`src/rtl/wl_pkg.sv`:
```
package wl_pkg;

  typedef enum logic [2:0] {
    ST_IDLE,
    ST_SETTLE,
    ST_PULSE,
    ST_WAIT,
    ST_CAPTURE,
    ST_DECIDE
  } wl_state_e;

  // Majority over a fixed number of samples: strictly more than half.
  function automatic logic maj_vote(input int unsigned ones, input int unsigned total);
    return (2 * ones) > total;
  endfunction

  // Cycles spent on one tap, from entering settle to leaving decide.
  function automatic int unsigned step_cycles(input int unsigned settle,
                                              input int unsigned lat,
                                              input int unsigned n_smp);
    return settle + n_smp * (lat + 2) + 1;
  endfunction

endpackage

```
`src/rtl/wl_interval_timer.sv`:
```
module wl_interval_timer #(
  parameter int CNT_W = 3
) (
  input  logic             clk,
  input  logic             rst_n,
  input  logic             load_i,
  input  logic [CNT_W-1:0] load_val_i,
  output logic             last_o
);

  logic [CNT_W-1:0] cnt_q;

  always_ff @(posedge clk) begin
    if (!rst_n) begin
      cnt_q <= '0;
    end else if (load_i) begin
      cnt_q <= load_val_i;
    end else if (cnt_q != '0) begin
      cnt_q <= cnt_q - CNT_W'(1);
    end
  end

  assign last_o = (cnt_q == CNT_W'(1));

  // The counter walks down one per cycle once loaded (R3 timing base).
  p_timer_down_r3: assert property (@(posedge clk) disable iff (!rst_n)
    (!load_i && cnt_q != '0) |=> (cnt_q == $past(cnt_q) - CNT_W'(1)));

  // A count that has reached zero stays there until it is loaded again.
  p_timer_rest_r3: assert property (@(posedge clk) disable iff (!rst_n)
    (!load_i && cnt_q == '0) |=> (cnt_q == '0));

endmodule

```
`src/rtl/wl_vote_acc.sv`:
```
module wl_vote_acc
  import wl_pkg::*;
#(
  parameter int N_SMP = 3,
  localparam int CNT_W = $clog2(N_SMP + 1)
) (
  input  logic clk,
  input  logic rst_n,
  input  logic clr_i,
  input  logic smp_en_i,
  input  logic bit_i,
  output logic last_smp_o,
  output logic vote_o
);

  logic [CNT_W-1:0] ones_q;
  logic [CNT_W-1:0] taken_q;

  always_ff @(posedge clk) begin
    if (!rst_n) begin
      ones_q  <= '0;
      taken_q <= '0;
    end else if (clr_i) begin
      ones_q  <= '0;
      taken_q <= '0;
    end else if (smp_en_i) begin
      taken_q <= taken_q + CNT_W'(1);
      if (bit_i) ones_q <= ones_q + CNT_W'(1);
    end
  end

  assign last_smp_o = (taken_q == CNT_W'(N_SMP - 1));
  assign vote_o     = maj_vote(int'(ones_q), N_SMP);

  // The sample count never passes the number of samples per tap.
  p_taken_bound_r5: assert property (@(posedge clk) disable iff (!rst_n)
    taken_q <= CNT_W'(N_SMP));

  // The ones count never passes the number of samples taken.
  p_ones_bound_r5: assert property (@(posedge clk) disable iff (!rst_n)
    ones_q <= taken_q);

endmodule

```
`src/rtl/wl_tap_track.sv`:
```
module wl_tap_track #(
  parameter int TAP_W = 5
) (
  input  logic             clk,
  input  logic             rst_n,
  input  logic             clr_i,
  input  logic             decide_i,
  input  logic             vote_i,
  output logic [TAP_W-1:0] tap_o,
  output logic             found_o,
  output logic             at_max_o
);

  localparam logic [TAP_W-1:0] TAP_MAX = '1;

  logic [TAP_W-1:0] tap_q;
  logic             prev_vote_q;
  logic             prev_valid_q;
  logic             advance;

  assign found_o  = decide_i && prev_valid_q && !prev_vote_q && vote_i;
  assign at_max_o = (tap_q == TAP_MAX);
  assign advance  = decide_i && !found_o && !at_max_o;

  always_ff @(posedge clk) begin
    if (!rst_n) begin
      tap_q        <= '0;
      prev_vote_q  <= 1'b0;
      prev_valid_q <= 1'b0;
    end else if (clr_i) begin
      tap_q        <= '0;
      prev_vote_q  <= 1'b0;
      prev_valid_q <= 1'b0;
    end else if (advance) begin
      tap_q        <= tap_q + TAP_W'(1);
      prev_vote_q  <= vote_i;
      prev_valid_q <= 1'b1;
    end
  end

  assign tap_o = tap_q;

  // The tap moves only on a clear or a decision.
  p_tap_quiet_r9: assert property (@(posedge clk) disable iff (!rst_n)
    (!clr_i && !decide_i) |=> $stable(tap_q));

  // A found change freezes the tap at the step where it was seen.
  p_found_freeze_r6: assert property (@(posedge clk) disable iff (!rst_n)
    (found_o && !clr_i) |=> $stable(tap_q));

  // A change can only be reported after at least one earlier step.
  p_found_needs_prev_r6: assert property (@(posedge clk) disable iff (!rst_n)
    found_o |-> (tap_q != '0));

endmodule

```
`src/rtl/wl_calib.sv`:
```
module wl_calib
  import wl_pkg::*;
#(
  parameter int TAP_W      = 5,
  parameter int SETTLE_CYC = 4,
  parameter int RESP_LAT   = 3,
  parameter int N_SMP      = 3
) (
  input  logic             clk,
  input  logic             rst_n,
  input  logic             start_i,
  input  logic             lvl_i,
  output logic [TAP_W-1:0] tap_o,
  output logic             dqs_pulse_o,
  output logic             busy_o,
  output logic             done_o,
  output logic             err_o
);

  localparam int TMR_MAX = (SETTLE_CYC > RESP_LAT) ? SETTLE_CYC : RESP_LAT;
  localparam int TMR_W   = $clog2(TMR_MAX + 1);

  wl_state_e state_q, state_d;
  logic done_q, err_q;

  // Named internal events.
  logic start_acc;
  logic tmr_last;
  logic tmr_load;
  logic [TMR_W-1:0] tmr_val;
  logic smp_en;
  logic smp_last;
  logic vote;
  logic decide;
  logic found;
  logic at_max;
  logic next_step;
  logic end_ok;
  logic end_err;

  assign start_acc = start_i && (state_q == ST_IDLE);
  assign smp_en    = (state_q == ST_CAPTURE);
  assign decide    = (state_q == ST_DECIDE);
  assign end_ok    = decide && found;
  assign end_err   = decide && !found && at_max;
  assign next_step = decide && !found && !at_max;

  assign tmr_load = start_acc || next_step || (state_q == ST_PULSE);
  assign tmr_val  = (state_q == ST_PULSE) ? TMR_W'(RESP_LAT) : TMR_W'(SETTLE_CYC);

  wl_interval_timer #(.CNT_W(TMR_W)) u_timer (
    .clk        (clk),
    .rst_n      (rst_n),
    .load_i     (tmr_load),
    .load_val_i (tmr_val),
    .last_o     (tmr_last)
  );

  wl_vote_acc #(.N_SMP(N_SMP)) u_vote (
    .clk        (clk),
    .rst_n      (rst_n),
    .clr_i      (start_acc || decide),
    .smp_en_i   (smp_en),
    .bit_i      (lvl_i),
    .last_smp_o (smp_last),
    .vote_o     (vote)
  );

  wl_tap_track #(.TAP_W(TAP_W)) u_tap (
    .clk      (clk),
    .rst_n    (rst_n),
    .clr_i    (start_acc),
    .decide_i (decide),
    .vote_i   (vote),
    .tap_o    (tap_o),
    .found_o  (found),
    .at_max_o (at_max)
  );

  always_comb begin
    state_d = state_q;
    unique case (state_q)
      ST_IDLE:    if (start_i) state_d = ST_SETTLE;
      ST_SETTLE:  if (tmr_last) state_d = ST_PULSE;
      ST_PULSE:   state_d = ST_WAIT;
      ST_WAIT:    if (tmr_last) state_d = ST_CAPTURE;
      ST_CAPTURE: state_d = smp_last ? ST_DECIDE : ST_PULSE;
      ST_DECIDE:  state_d = next_step ? ST_SETTLE : ST_IDLE;
      default:    state_d = ST_IDLE;
    endcase
  end

  always_ff @(posedge clk) begin
    if (!rst_n) begin
      state_q <= ST_IDLE;
      done_q  <= 1'b0;
      err_q   <= 1'b0;
    end else begin
      state_q <= state_d;
      if (start_acc) begin
        done_q <= 1'b0;
        err_q  <= 1'b0;
      end else if (end_ok) begin
        done_q <= 1'b1;
      end else if (end_err) begin
        done_q <= 1'b1;
        err_q  <= 1'b1;
      end
    end
  end

  assign dqs_pulse_o = (state_q == ST_PULSE);
  assign busy_o      = (state_q != ST_IDLE);
  assign done_o      = done_q;
  assign err_o       = err_q;

  // Strobe pulses only during a run and never two cycles in a row.
  p_pulse_in_run_r3: assert property (@(posedge clk) disable iff (!rst_n)
    dqs_pulse_o |-> busy_o);
  p_pulse_single_r3: assert property (@(posedge clk) disable iff (!rst_n)
    dqs_pulse_o |=> !dqs_pulse_o);

  // Error is only ever shown together with done.
  p_err_with_done_r7: assert property (@(posedge clk) disable iff (!rst_n)
    err_o |-> done_o);

  // Done and busy exclude each other.
  p_done_idle_r9: assert property (@(posedge clk) disable iff (!rst_n)
    done_o |-> !busy_o);

  // The result holds while idle and no start arrives.
  p_hold_r9: assert property (@(posedge clk) disable iff (!rst_n)
    (!busy_o && !start_i) |=> ($stable(tap_o) && $stable(done_o) && $stable(err_o)));

  // An accepted start begins a clean run at tap 0.
  p_start_clears_r2: assert property (@(posedge clk) disable iff (!rst_n)
    (start_i && !busy_o) |=> (busy_o && !done_o && !err_o && tap_o == '0));

  // A success at the last tap never raises the error.
  p_max_success_r8: assert property (@(posedge clk) disable iff (!rst_n)
    (decide && found && at_max) |=> (done_o && !err_o));

endmodule

```
`config.mk`:
```
export PLATFORM = sky130hd
export DESIGN_NAME = wl_calib
export DESIGN_NICKNAME = d
export VERILOG_FILES = /design/src/rtl/wl_pkg.sv /design/src/rtl/wl_interval_timer.sv /design/src/rtl/wl_vote_acc.sv /design/src/rtl/wl_tap_track.sv /design/src/rtl/wl_calib.sv
export SDC_FILE = /design/constraint.sdc
export NUM_CORES = 1
export LEC_CHECK = 0
export ABC_AREA = 1
export BUFFER_PORTS_ARGS = -buffer_cell sky130_fd_sc_hd__buf_2
export CAP_MARGIN = 30
export CORE_UTILIZATION = 24
export CTS_BUF_LIST = sky130_fd_sc_hd__clkbuf_2
export DETAILED_ROUTE_END_ITERATION = 8
export HOLD_SLACK_MARGIN = 0.15
export PLACE_DENSITY = 0.41
export SLEW_MARGIN = 30
export SYNTH_ARGS = -nofsm -noshare
export SYNTH_HDL_FRONTEND = slang
export SYNTH_SLANG_ARGS = --single-unit
```
`constraint.sdc`:
```
create_clock -name clk -period 1.7 [get_ports clk]
set_clock_uncertainty 0.05 [all_clocks]
set_input_delay 0 -clock clk [delete_from_list [all_inputs] [get_ports clk]]
set_output_delay 0 -clock clk [all_outputs]
set_load 0.005 [all_outputs]
```
==> results.cfg <==
[grt]
grt_pass1_vias = 776
gr-usage-all-layers_pct = 10.3
overflow = 0
antenna_found_initial = 0
grt_max_degree = 17
grt_pass1_wl_mm = 3.35

[timing]
fin_crit_sh_pct = 90.7
period_needed_ns = 1.54
rsz0062_at_grt = false
relSlewSlack_pct = 83.0
drv_slew = 0
whs_ns = 0.421
worst_pin_slew_ns = 0.255
worst_slack_ns = 0.158
final.setup.tns_ns = 0
fmax_mhz = 648
hold_viol = 0
setup_violations = 0

[die]
dieWidth_um = 66.0
ios = 13
dieArea_um2 = 4360
die_h_um = 66.0
start_util_pct = 25.9
rows = 22
core_area_um2 = 3800

[clock_network]
clk_path_buf_depth = 2
clk_pin_slew_ns = 0.20
root_buffer = clkbuf_2
cts_inserted_buffers = 3
htree_levels = 1
clock-sinks = 19
cts_tree = yes
insertion_delay_ns = 0.32

[power_and_ir_drop]
power_density_nw_per_um2 = 1050
total_power_mw = 1.26
sw_frac_of_total_pct = 41.4
switchingPower_mw = 0.522
p_seq_share_pct = 43.0
leakagePower_nw = 0.571
power_frac_comb_pct = 41.0
ir_drop_mv = 0.618
power.share.clock_pct = 16.1
p_int_mw = 0.739

[worst_setup_path]
crit_path_start = u_tap.tap_o[1]
cp-end-kind = flop
reg2reg_setup_slack_ns = 0.16
critPathSlowestCell = dfxtp_2
path_class = flop to flop
cp_max_fo = 7
r2r-end = u_tap.tap_o[3]
path_cells = ha_1, inv_1, nor3_2, ha_2, inv_2, nand3_4, buf_4, o21ai_0, nand2_1, nor2_1
r2r_cells = 10
required_ns = 1.93
arrival_ns = 1.77
reg2reg_from = u_tap.tap_o[1]
critical_path.max_stage_delay_ns = 0.37
startpoint_type = flop

[synthesis]
synth-seq-cells = 19
synth_area_leaders = dfxtp_1 (39%), nand2_1 (8.8%), ha_1 (7.6%), inv_1 (7.6%), nor2_1 (7.3%)
netlist_area_um2 = 983
avgSynthCellArea_um2 = 7.39
yosysWarnings = 0
synth_area_leader_cell = dfxtp_1
synthCells = 133
yosysUniqueCellTypes = 24
netlist.area_leader.share_pct = 38.7
syn_nets = 143
ys_seq_area_share_pct = 38.7

[drt]
first_pass_iters = 4
num_vias = 880
drc_errors = 0
ant_nets = 0
drt-initial-drc-count = 42
wire_per_inst_um = 9.69
wl_mm = 2.00
via_per_inst = 4.27

[job]
drv_cap = 0

[worst_hold_path]
hold-path-endpoint = u_tap.prev_vote_q
hold_depth = 2
min_path_type = flop to flop
min_from = u_tap.prev_vote_q

[final_layout]
mostFrequentLayoutCells = nand2_1 (23), inv_1 (19), nor2_1 (19), dfxtp_1 (18), buf_2 (12)
layout-drive-gt1-share_pct = 24.1
nFillCells = 416
final_cells = 206
post-route-util_pct = 31.8
nNetsFinal = 169
diodes = 0
syn2layout_area_growth_pct = 22.6
mostFrequentLayoutCell = nand2_1
stdcell_area_um2 = 1210

[placement]
pre_cts_ws_ns = 0.0487
gp_congestion = 0.765
hpwl_mm = 1.52
placedCellCount = 193
dpl_cell_area_um2 = 1100
port_buffers = 12

[run_status]
status = complete, no violations
logic make-up (layout without fill, tap and decap cells):
group,after synthesis,count (layout),synth area share (%)
AND/OR/NAND/NOR,61,62,31.0
XOR/XNOR,1,1,0.891
adder cells (fa/ha/maj),6,6,7.63
AO/OA/AOI/OAI,22,22,11.8
buffers and inverters,24,48,9.92
flip-flops,19,19,38.7
worst max path at each step:
stage / endpoint / slack, ns / depth (start not counted)
detailed placement: u_timer.cnt_q[2] / 0.05 / 9
global placement: u_tap.prev_valid_q / 0.11 / 9
CTS: u_timer.cnt_q[2] / 0.03 / 9
global route: u_tap.tap_o[3] / 0.02 / 10
floorplan: u_tap.tap_o[3] / 0.21 / 9
finish: u_tap.tap_o[3] / 0.16 / 10
layer usage:
layer,track usage [%],vias up,routed length [um]
met1,12.7,392,1050
met5,0,-,0
met3,4.14,2,63
met2,16.5,9,862
li1,-,477,-
met4,2.39,0,21
worst max-delay path: cells and delay by family, from the launching register on:
family / cells / cell delay, ns
fa+ha+maj: 2 / 0.34
buf+inv: 3 / 0.33
flops: 1 / 0.37
compound gates: 1 / 0.13
simple gates: 4 / 0.28
registers in the layout, summed over array words and instances, names as in the netlist:
register            flops
u_vote.taken_q          2
u_tap.prev_vote_q       1
state_q                 3
u_timer.cnt_q           3
u_vote.ones_q           2
done_o                  1
err_o                   1
u_tap.tap_o             5
u_tap.prev_valid_q      1
cells in the mapped netlist:
library cell / instances
a211oi_1: 2
a21oi_1: 8
a31oi_1: 1
buf_6: 1
dfxtp_1: 19
ha_1: 6
inv_1: 20
inv_2: 3
nand2_1: 23
nand2_2: 1
nand2_4: 1
nand3_1: 5
nand3_2: 1
nand3_4: 1
nand4_1: 2
nor2_1: 19
nor2_2: 1
nor2_8: 1
nor3_1: 4
nor3b_2: 1
o21ai_0: 6
o21ai_1: 5
or2_2: 1
xor2_1: 1
power groups by stage:
stage	registers (mW)	clock network [mW]	logic, mW
finish	0.542	0.203	0.517
global route	0.553	0.235	0.599
CTS	0.544	0.219	0.518
detailed placement	0.553	0	0.512
global placement	0.553	0	0.515
floorplan	0.545	0	0.403
cell type report:
cell class | count | area, um2 | share of cell area, %
clock buffers | 3 | 15.0 | 1.24
well taps | 48 | 60.1 | 4.98
clock inverters | 1 | 5.00 | 0.415
flip-flops and latches | 19 | 382 | 31.6
multi-input cells | 91 | 523 | 43.4
repair buffers | 21 | 135 | 11.2
inverters | 23 | 86.3 | 7.16
repair_timing:
item / CTS / global route
hold buffers: 3 / 0
endpoints found under the hold margin: 13 / 0
setup endpoints to repair: 0 / 11
buffers inserted: 0 / 5
resized for setup: 0 / 5
(Power assumes the default switching activity.)
